==> src/rtl/can_err_pkg.sv <==
package can_err_pkg;
  localparam int CNT_W     = 8;
  localparam int LEC_W     = 3;
  localparam int REG_W     = 32;

  localparam int ST_REC_LSB  = 24;
  localparam int ST_TEC_LSB  = 16;
  localparam int ST_LEC_LSB  = 4;
  localparam int ST_BOFF     = 2;
  localparam int ST_PASSIVE  = 1;
  localparam int ST_WARN     = 0;

  localparam int MS_IRQ      = 2;

  localparam int IE_GLOBAL   = 15;
  localparam int IE_LEC      = 11;
  localparam int IE_BOFF     = 10;
  localparam int IE_PASSIVE  = 9;
  localparam int IE_WARN     = 8;

  typedef enum logic [LEC_W-1:0] {
    LEC_NONE  = 3'd0,
    LEC_STUFF = 3'd1,
    LEC_FORM  = 3'd2,
    LEC_ACK   = 3'd3,
    LEC_BIT1  = 3'd4,
    LEC_BIT0  = 3'd5,
    LEC_CRC   = 3'd6,
    LEC_MARK  = 3'd7
  } lec_e;

  typedef enum logic [1:0] {
    SEL_ERRSTAT  = 2'd0,
    SEL_MAINSTAT = 2'd1,
    SEL_IRQEN    = 2'd2,
    SEL_NONE     = 2'd3
  } regsel_e;
endpackage

==> src/rtl/can_err_counters.sv <==
module can_err_counters #(
  parameter int CNT_W         = 8,
  parameter int TX_ERR_STEP   = 8,
  parameter int RX_ERR_STEP   = 1,
  parameter int WARN_LEVEL    = 96,
  parameter int PASSIVE_LEVEL = 128
) (
  input  logic             clk,
  input  logic             rst_n,
  input  logic             tx_err,
  input  logic             rx_err,
  input  logic             tx_ok,
  input  logic             rx_ok,
  input  logic             auto_recover,
  input  logic             recover_seq,
  input  logic             reinit,
  output logic [CNT_W-1:0] tec_o,
  output logic [CNT_W-1:0] rec_o,
  output logic             warn_o,
  output logic             passive_o,
  output logic             bus_off_o,
  output logic             warn_rise_o,
  output logic             passive_rise_o,
  output logic             bus_off_rise_o
);
  localparam int SUM_W = CNT_W + 1;
  localparam logic [SUM_W-1:0] CNT_CEIL = {1'b0, {CNT_W{1'b1}}};
  localparam logic [SUM_W-1:0] TX_STEP  = SUM_W'(TX_ERR_STEP);
  localparam logic [SUM_W-1:0] RX_STEP  = SUM_W'(RX_ERR_STEP);
  localparam logic [CNT_W-1:0] WARN_TH  = CNT_W'(WARN_LEVEL);
  localparam logic [CNT_W-1:0] PASS_TH  = CNT_W'(PASSIVE_LEVEL);

  logic [CNT_W-1:0] tec_q, tec_d, rec_q, rec_d;
  logic             boff_q, boff_d;
  logic             warn_q, warn_d, pass_q, pass_d;
  logic [SUM_W-1:0] tx_sum, rx_sum;
  logic             recover_go, cnt_en;

  always_comb begin
    tx_sum     = {1'b0, tec_q} + TX_STEP;
    rx_sum     = {1'b0, rec_q} + RX_STEP;
    recover_go = reinit | (auto_recover & recover_seq & boff_q);
    cnt_en     = tx_err | rx_err | tx_ok | rx_ok | recover_go;
    tec_d      = tec_q;
    rec_d      = rec_q;
    boff_d     = boff_q;
    if (recover_go) begin
      tec_d  = '0;
      rec_d  = '0;
      boff_d = 1'b0;
    end else if (!boff_q) begin
      if (tx_err) begin
        if (tx_sum > CNT_CEIL) begin
          tec_d  = '1;
          boff_d = 1'b1;
        end else begin
          tec_d = tx_sum[CNT_W-1:0];
        end
      end else if (tx_ok && (tec_q != '0)) begin
        tec_d = tec_q - 1'b1;
      end
      if (rx_err) begin
        rec_d = (rx_sum > CNT_CEIL) ? '1 : rx_sum[CNT_W-1:0];
      end else if (rx_ok && (rec_q != '0)) begin
        rec_d = rec_q - 1'b1;
      end
    end
    warn_d = (tec_d >= WARN_TH) | (rec_d >= WARN_TH);
    pass_d = (tec_d >= PASS_TH) | (rec_d >= PASS_TH);
  end

  always_ff @(posedge clk or negedge rst_n) begin
    if (!rst_n) begin
      tec_q  <= '0;
      rec_q  <= '0;
      boff_q <= 1'b0;
      warn_q <= 1'b0;
      pass_q <= 1'b0;
    end else if (cnt_en) begin
      tec_q  <= tec_d;
      rec_q  <= rec_d;
      boff_q <= boff_d;
      warn_q <= warn_d;
      pass_q <= pass_d;
    end
  end

  assign tec_o          = tec_q;
  assign rec_o          = rec_q;
  assign warn_o         = warn_q;
  assign passive_o      = pass_q;
  assign bus_off_o      = boff_q;
  assign warn_rise_o    = cnt_en & warn_d & ~warn_q;
  assign passive_rise_o = cnt_en & pass_d & ~pass_q;
  assign bus_off_rise_o = cnt_en & boff_d & ~boff_q;

  assert_boff_implies_passive_R4: assert property (@(posedge clk) disable iff (!rst_n)
    boff_q |-> pass_q);
  assert_passive_implies_warn_R4: assert property (@(posedge clk) disable iff (!rst_n)
    pass_q |-> warn_q);
  assert_tx_step_R2: assert property (@(posedge clk) disable iff (!rst_n)
    (tx_err && !boff_q && !reinit && (tx_sum <= CNT_CEIL))
      |=> (tec_q == $past(tec_q) + CNT_W'(TX_ERR_STEP)));
  assert_no_wrap_R3: assert property (@(posedge clk) disable iff (!rst_n)
    (tx_ok && !tx_err && !boff_q && (tec_q == '0)) |=> (tec_q == '0));
  assert_boff_freeze_R5: assert property (@(posedge clk) disable iff (!rst_n)
    (boff_q && !reinit && !(auto_recover && recover_seq))
      |=> (boff_q && $stable(tec_q) && $stable(rec_q)));
endmodule

==> src/rtl/can_err_lec.sv <==
module can_err_lec #(
  parameter int LEC_W = 3
) (
  input  logic             clk,
  input  logic             rst_n,
  input  logic             hw_vld,
  input  logic [LEC_W-1:0] hw_code,
  input  logic             sw_wr,
  input  logic [LEC_W-1:0] sw_code,
  output logic [LEC_W-1:0] lec_o,
  output logic             hw_err_o
);
  localparam logic [LEC_W-1:0] CODE_MARK = '1;
  localparam logic [LEC_W-1:0] CODE_NONE = '0;

  logic [LEC_W-1:0] lec_q, lec_d;
  logic             hw_take, lec_en;

  always_comb begin
    hw_take = hw_vld & (hw_code != CODE_MARK);
    lec_en  = hw_take | sw_wr;
    lec_d   = hw_take ? hw_code : sw_code;
  end

  always_ff @(posedge clk or negedge rst_n) begin
    if (!rst_n) begin
      lec_q <= '0;
    end else if (lec_en) begin
      lec_q <= lec_d;
    end
  end

  assign lec_o    = lec_q;
  assign hw_err_o = hw_take & (hw_code != CODE_NONE);

  assert_lec_hold_R7: assert property (@(posedge clk) disable iff (!rst_n)
    (!hw_vld && !sw_wr) |=> $stable(lec_q));
  assert_hw_wins_R7: assert property (@(posedge clk) disable iff (!rst_n)
    (hw_vld && (hw_code != CODE_MARK)) |=> (lec_q == $past(hw_code)));
endmodule

==> src/rtl/can_err_irq.sv <==
module can_err_irq #(
  parameter int REG_W      = 32,
  parameter int IE_GLOBAL  = 15,
  parameter int IE_LEC     = 11,
  parameter int IE_BOFF    = 10,
  parameter int IE_PASSIVE = 9,
  parameter int IE_WARN    = 8
) (
  input  logic             clk,
  input  logic             rst_n,
  input  logic             ie_wr,
  input  logic [REG_W-1:0] ie_wdata,
  input  logic             irq_clr,
  input  logic             warn_rise,
  input  logic             passive_rise,
  input  logic             bus_off_rise,
  input  logic             lec_err,
  output logic [REG_W-1:0] ie_o,
  output logic             irq_o
);
  localparam logic [REG_W-1:0] IE_MASK =
      (REG_W'(1) << IE_GLOBAL) | (REG_W'(1) << IE_LEC) | (REG_W'(1) << IE_BOFF) |
      (REG_W'(1) << IE_PASSIVE) | (REG_W'(1) << IE_WARN);

  logic [REG_W-1:0] ie_q;
  logic             irq_q, irq_d, irq_set, irq_en, cond_hit;

  always_comb begin
    cond_hit = (warn_rise    & ie_q[IE_WARN])
             | (passive_rise & ie_q[IE_PASSIVE])
             | (bus_off_rise & ie_q[IE_BOFF])
             | (lec_err      & ie_q[IE_LEC]);
    irq_set  = ie_q[IE_GLOBAL] & cond_hit;
    irq_en   = irq_set | irq_clr;
    irq_d    = irq_set | (irq_q & ~irq_clr);
  end

  always_ff @(posedge clk or negedge rst_n) begin
    if (!rst_n) begin
      ie_q <= '0;
    end else if (ie_wr) begin
      ie_q <= ie_wdata & IE_MASK;
    end
  end

  always_ff @(posedge clk or negedge rst_n) begin
    if (!rst_n) begin
      irq_q <= 1'b0;
    end else if (irq_en) begin
      irq_q <= irq_d;
    end
  end

  assign ie_o  = ie_q;
  assign irq_o = irq_q;

  assert_global_gate_R10: assert property (@(posedge clk) disable iff (!rst_n)
    (!ie_q[IE_GLOBAL] && !irq_q) |=> !irq_q);
  assert_sticky_R10: assert property (@(posedge clk) disable iff (!rst_n)
    (irq_q && !irq_clr) |=> irq_q);
  assert_w1c_R11: assert property (@(posedge clk) disable iff (!rst_n)
    (irq_q && irq_clr && !cond_hit) |=> !irq_q);
  assert_set_wins_R11: assert property (@(posedge clk) disable iff (!rst_n)
    (ie_q[IE_GLOBAL] && cond_hit) |=> irq_q);
endmodule

==> src/rtl/can_err_status.sv <==
module can_err_status
  import can_err_pkg::*;
(
  input  logic                 clk,
  input  logic                 rst_n,
  input  logic                 tx_err_evt,
  input  logic                 rx_err_evt,
  input  logic                 tx_ok_evt,
  input  logic                 rx_ok_evt,
  input  logic                 bus_err_vld,
  input  logic [LEC_W-1:0]     bus_err_code,
  input  logic                 auto_recover_en,
  input  logic                 recover_seq,
  input  logic                 reinit_req,
  input  logic                 wr_en,
  input  logic [1:0]           wr_sel,
  input  logic [REG_W-1:0]     wr_data,
  output logic [REG_W-1:0]     err_status_o,
  output logic [REG_W-1:0]     main_status_o,
  output logic [REG_W-1:0]     irq_enable_o,
  output logic                 err_irq_o
);
  regsel_e          sel;
  logic             esr_wr, ie_wr, irq_clr;
  logic [CNT_W-1:0] tec, rec;
  logic             warn, passive, bus_off;
  logic             warn_rise, passive_rise, bus_off_rise;
  logic [LEC_W-1:0] lec;
  logic             lec_err, irq;

  always_comb begin
    sel     = regsel_e'(wr_sel);
    esr_wr  = wr_en & (sel == SEL_ERRSTAT);
    ie_wr   = wr_en & (sel == SEL_IRQEN);
    irq_clr = wr_en & (sel == SEL_MAINSTAT) & wr_data[MS_IRQ];
  end

  can_err_counters #(
    .CNT_W        (CNT_W),
    .TX_ERR_STEP  (8),
    .RX_ERR_STEP  (1),
    .WARN_LEVEL   (96),
    .PASSIVE_LEVEL(128)
  ) u_counters (
    .clk            (clk),
    .rst_n          (rst_n),
    .tx_err         (tx_err_evt),
    .rx_err         (rx_err_evt),
    .tx_ok          (tx_ok_evt),
    .rx_ok          (rx_ok_evt),
    .auto_recover   (auto_recover_en),
    .recover_seq    (recover_seq),
    .reinit         (reinit_req),
    .tec_o          (tec),
    .rec_o          (rec),
    .warn_o         (warn),
    .passive_o      (passive),
    .bus_off_o      (bus_off),
    .warn_rise_o    (warn_rise),
    .passive_rise_o (passive_rise),
    .bus_off_rise_o (bus_off_rise)
  );

  can_err_lec #(
    .LEC_W(LEC_W)
  ) u_lec (
    .clk      (clk),
    .rst_n    (rst_n),
    .hw_vld   (bus_err_vld),
    .hw_code  (bus_err_code),
    .sw_wr    (esr_wr),
    .sw_code  (wr_data[ST_LEC_LSB +: LEC_W]),
    .lec_o    (lec),
    .hw_err_o (lec_err)
  );

  can_err_irq #(
    .REG_W     (REG_W),
    .IE_GLOBAL (IE_GLOBAL),
    .IE_LEC    (IE_LEC),
    .IE_BOFF   (IE_BOFF),
    .IE_PASSIVE(IE_PASSIVE),
    .IE_WARN   (IE_WARN)
  ) u_irq (
    .clk          (clk),
    .rst_n        (rst_n),
    .ie_wr        (ie_wr),
    .ie_wdata     (wr_data),
    .irq_clr      (irq_clr),
    .warn_rise    (warn_rise),
    .passive_rise (passive_rise),
    .bus_off_rise (bus_off_rise),
    .lec_err      (lec_err),
    .ie_o         (irq_enable_o),
    .irq_o        (irq)
  );

  always_comb begin
    err_status_o                          = '0;
    err_status_o[ST_REC_LSB +: CNT_W]     = rec;
    err_status_o[ST_TEC_LSB +: CNT_W]     = tec;
    err_status_o[ST_LEC_LSB +: LEC_W]     = lec;
    err_status_o[ST_BOFF]                 = bus_off;
    err_status_o[ST_PASSIVE]              = passive;
    err_status_o[ST_WARN]                 = warn;
    main_status_o                         = '0;
    main_status_o[MS_IRQ]                 = irq;
  end

  assign err_irq_o = irq;
endmodule

==> config.mk <==
export PLATFORM = sky130hd
export DESIGN_NAME = can_err_status
export DESIGN_NICKNAME = d
export VERILOG_FILES = /design/src/rtl/can_err_pkg.sv /design/src/rtl/can_err_counters.sv /design/src/rtl/can_err_lec.sv /design/src/rtl/can_err_irq.sv /design/src/rtl/can_err_status.sv
export SDC_FILE = /design/constraint.sdc
export NUM_CORES = 1
export LEC_CHECK = 0
export BUFFER_PORTS_ARGS = -buffer_cell sky130_fd_sc_hd__buf_4
export CELL_PAD_IN_SITES_DETAIL_PLACEMENT = 0
export CELL_PAD_IN_SITES_GLOBAL_PLACEMENT = 1
export CORE_ASPECT_RATIO = 0.75
export CORE_MARGIN = 5
export CORE_UTILIZATION = 32
export DETAILED_ROUTE_END_ITERATION = 10
export PLACE_DENSITY = 0.93
export SYNTH_ARGS = -nofsm -noshare
export SYNTH_HDL_FRONTEND = slang
export SYNTH_SLANG_ARGS = --single-unit
==> constraint.sdc <==
create_clock -name clk -period 3 [get_ports clk]
set_input_delay 0.3 -clock clk [delete_from_list [all_inputs] [get_ports clk]]
set_output_delay 0.3 -clock clk [all_outputs]
set_load 0.02 [all_outputs]
==> results.py <==
metrics = {
    "run_status": {
        "run_status": "finished clean",
    },
    "yosys": {
        "yosysWarnings": 0,
        "synth_edf_count": 0,
        "synth_cells": 319,
        "yosysUniqueCellTypes": 62,
        "synth_top_area_cell": "dfrtp_1",
        "ys_ff_latch": 28,
        "synth_compound_area_share_pct": 19.5,
        "synth_ff_type": "dfrtp_1",
        "synthesis.area_um2": 2640,
        "ys_top_cells_by_count": "72 x buf_4, 28 x dfrtp_1, 24 x nor2_1",
        "muxShareOfSynthArea_pct": 3.27,
        "ys_seq_area_share_pct": 26.5,
        "synth_top_area_share_pct": 26.5,
        "synth_fa_ha_area_share_pct": 5.11,
        "synthArstFlopShare_pct": 100,
        "yosys-top-cells-area": "dfrtp_1 27%, buf_4 20%, ha_1 4.7%",
        "synth_top_family_by_area": "buffers and inverters",
        "synth-simple-area-share_pct": 19.4,
        "synth_most_common_cell": "buf_4",
        "synthXorXnorAreaFrac_pct": 1.66,
        "avgSynthCellArea_um2": 8.28,
    },
    "power": {
        "power_mw": 1.38,
        "ir_worst_vdd_uv": 328,
        "p_per_area_nw_per_um2": 472,
        "leakagePower_nw": 1.42,
    },
    "route": {
        "drcViolationCount": 0,
        "finalWirelength_um": 6790,
        "ant_nets": 0,
        "vias_per_cell": 4.84,
        "drt_first_pass_iters": 4,
        "wire_per_inst_um": 14.5,
        "num_vias": 2259,
        "drtIter0Drc": 192,
    },
    "job": {
        "maxCapViolCount": 0,
    },
    "critical_path": {
        "critPathLaunchType": "flop",
        "worstPathMaxFanout": 9,
        "regToRegEndpoint": "u_irq.irq_o$_DFFE_PN0P_",
        "setup.worst_path.end_class": "flop",
        "r2r_start": "u_counters.tec_o[3]$_DFFE_PN0N_",
        "r2r_slack_ps": 230,
        "arrival_ps": 2980,
        "cp-endpoint": "u_irq.irq_o$_DFFE_PN0P_",
        "r2r_cells": 8,
        "critical_path_class": "reg2reg",
        "cp-startpoint": "u_counters.tec_o[3]$_DFFE_PN0N_",
        "required_ps": 3210,
    },
    "global_routing": {
        "grt_pass1_vias": 2217,
        "track_usage_pct": 13.2,
        "antenna_found_initial": 0,
        "gr-total-overflow": 0,
        "grt_max_degree": 29,
        "grt_pass1_wl_um": 11000,
    },
    "timing": {
        "slew_viol_final": 0,
        "rsz0062_at_grt": "false",
        "hold_viol_final": 0,
        "tightest_slew_ps": 685,
        "fin_crit_ps": 2770,
        "period_share_pct": 92.3,
        "max_freq_mhz": 361,
        "slew_headroom_pct": 54.2,
        "fin_tns_setup_ps": 0,
        "fin_skew_ps": 5.05,
        "finalSetupViolations": 0,
    },
    "cts": {
        "cts_tree": "built",
        "clock-sinks": 28,
        "cts_buffers": 3,
        "root_buffer": "clkbuf_8",
        "clk_path_buf_depth": 2,
        "path_clk_slew_ps": 100,
        "clkLatencyLatePin_ps": 280,
        "h-tree-depth": 1,
        "ctsResizeCount": 0,
    },
    "place": {
        "hpwl_um": 5480,
        "place.gp.congestion": 0.948,
        "port_buffers": 53,
    },
    "die": {
        "ioPinCount": 145,
        "die_width_um": 115,
        "die_area_um2": 10200,
        "design.core.area_um2": 7950,
        "start_util_pct": 33.2,
        "rows": 28,
        "die_h_um": 88.7,
    },
    "cells_and_area": {
        "multi_input_area_um2": 1550,
        "area_growth_pct": 10.9,
        "final_util_pct": 36.8,
        "drive_gt1_share_pct": 20.2,
        "fillCellCount": 828,
        "finalNetCount": 421,
        "regArea_um2": 701,
        "antenna_cells": 0,
    },
    "min_path": {
        "hp-class": "in2reg",
        "hold_start": "bus_err_vld",
    },
}
==> stage by stage <==
step | instance area (µm²) | cells | setup slack (ps) | hold slack [ps]
detailed placement | 2850 | 462 | 272 | 240
floorplan | 2890 | 386 | 583 | 4.41
global route | 2930 | 467 | 32.9 | 220
CTS | 2930 | 467 | 256 | 221
global placement | 2850 | 462 | 349 | 240
finish | 2930 | 467 | 232 | 226
==> layout make-up <==
cell class	instances	share of cell area, %
multi-input combinational	258	52.8
timing repair buffer	55	14.2
tap	105	4.48
clock buffer	3	1.41
inverter	17	2.18
clock inverter	1	1.02
sequential	28	23.9
==> what timing repair did <==
action,CTS,global route
hold endpoints to repair,28,0
hold buffers,1,0
setup buffers,0,0
==> how the worst min path moves through the flow <==
stage                                             endpoint  cells past startpoint
after floorplan           u_counters.bus_off_o$_DFFE_PN0N_                      0
after global placement     u_counters.rec_o[3]$_DFFE_PN0N_                      1
after detailed placement   u_counters.rec_o[3]$_DFFE_PN0N_                      1
after CTS                       u_lec.lec_o[1]$_DFFE_PN0P_                      2
after global routing            u_lec.lec_o[1]$_DFFE_PN0P_                      2
final                           u_lec.lec_o[1]$_DFFE_PN0P_                      2
==> sequential cells by signal (all words and copies together) (netlist names) <==
signal	cells
u_irq.irq_o	1
u_counters.tec_o	8
u_irq.ie_o	5
u_counters.passive_o	1
u_counters.bus_off_o	1
u_counters.warn_o	1
u_lec.lec_o	3
u_counters.rec_o	8
==> worst max-delay path, stage by stage (launching register included) <==
cell	delay (ps)
dfrtp_1	540
inv_1	160
ha_1	330
a311oi_1	370
maj3_1	290
nand3_1	170
or4b_1	560
o311a_1	150
o22ai_2	130
==> power by group <==
group / internal [mW] / switching (mW)
Sequential: 0.427 / 0.0816
Clock: 0.179 / 0.125
Combinational: 0.228 / 0.342
==> kinds of logic after synthesis <==
family / Yosys count
AOI/OAI and AO/OA: 73
xor gates and xnor gates: 5
adders and majority gates: 11
buffers and inverters: 100
DFF: 28
muxes: 8
other: 1
and+or+nand+nor: 93
==> placed cells by master (no fill, tap or decap), drive strengths merged, types with 3 or more instances in the layout <==
cell type  synthesis  layout
a221oi             3       3
nor3               3       3
nand2             16      16
a211oi             3       3
nor4               5       5
ha                10      10
buf               72      54
a21o               3       3
o21ai             19      19
a21oi             14      14
nand4b             3       3
nor2              24      24
a31oi              6       6
nand3b             3       3
or4                3       3
and3               4       4
inv               16      16
nand2b             4       4
mux2i              3       3
clkbuf            11       3
or4b               4       4
dfrtp             28      28
conb               1      68
nand3             10      10
xnor2              3       3
mux2               5       5
a311oi             3       3
nand4              4       4
a211o              3       3
==> per-layer routing <==
metal / wire, µm / part of all wire [%] / vias up / global-route usage, %
li1: - / - / 1080 / -
met1: 3010 / 44 / 1060 / 19.2
met2: 2980 / 44 / 111 / 20.1
met3: 766 / 11 / 8 / 3.83
met4: 36 / 0.53 / 0 / 1.49
met5: 0 / 0 / - / 0
Power figures use the tool's default switching activity.
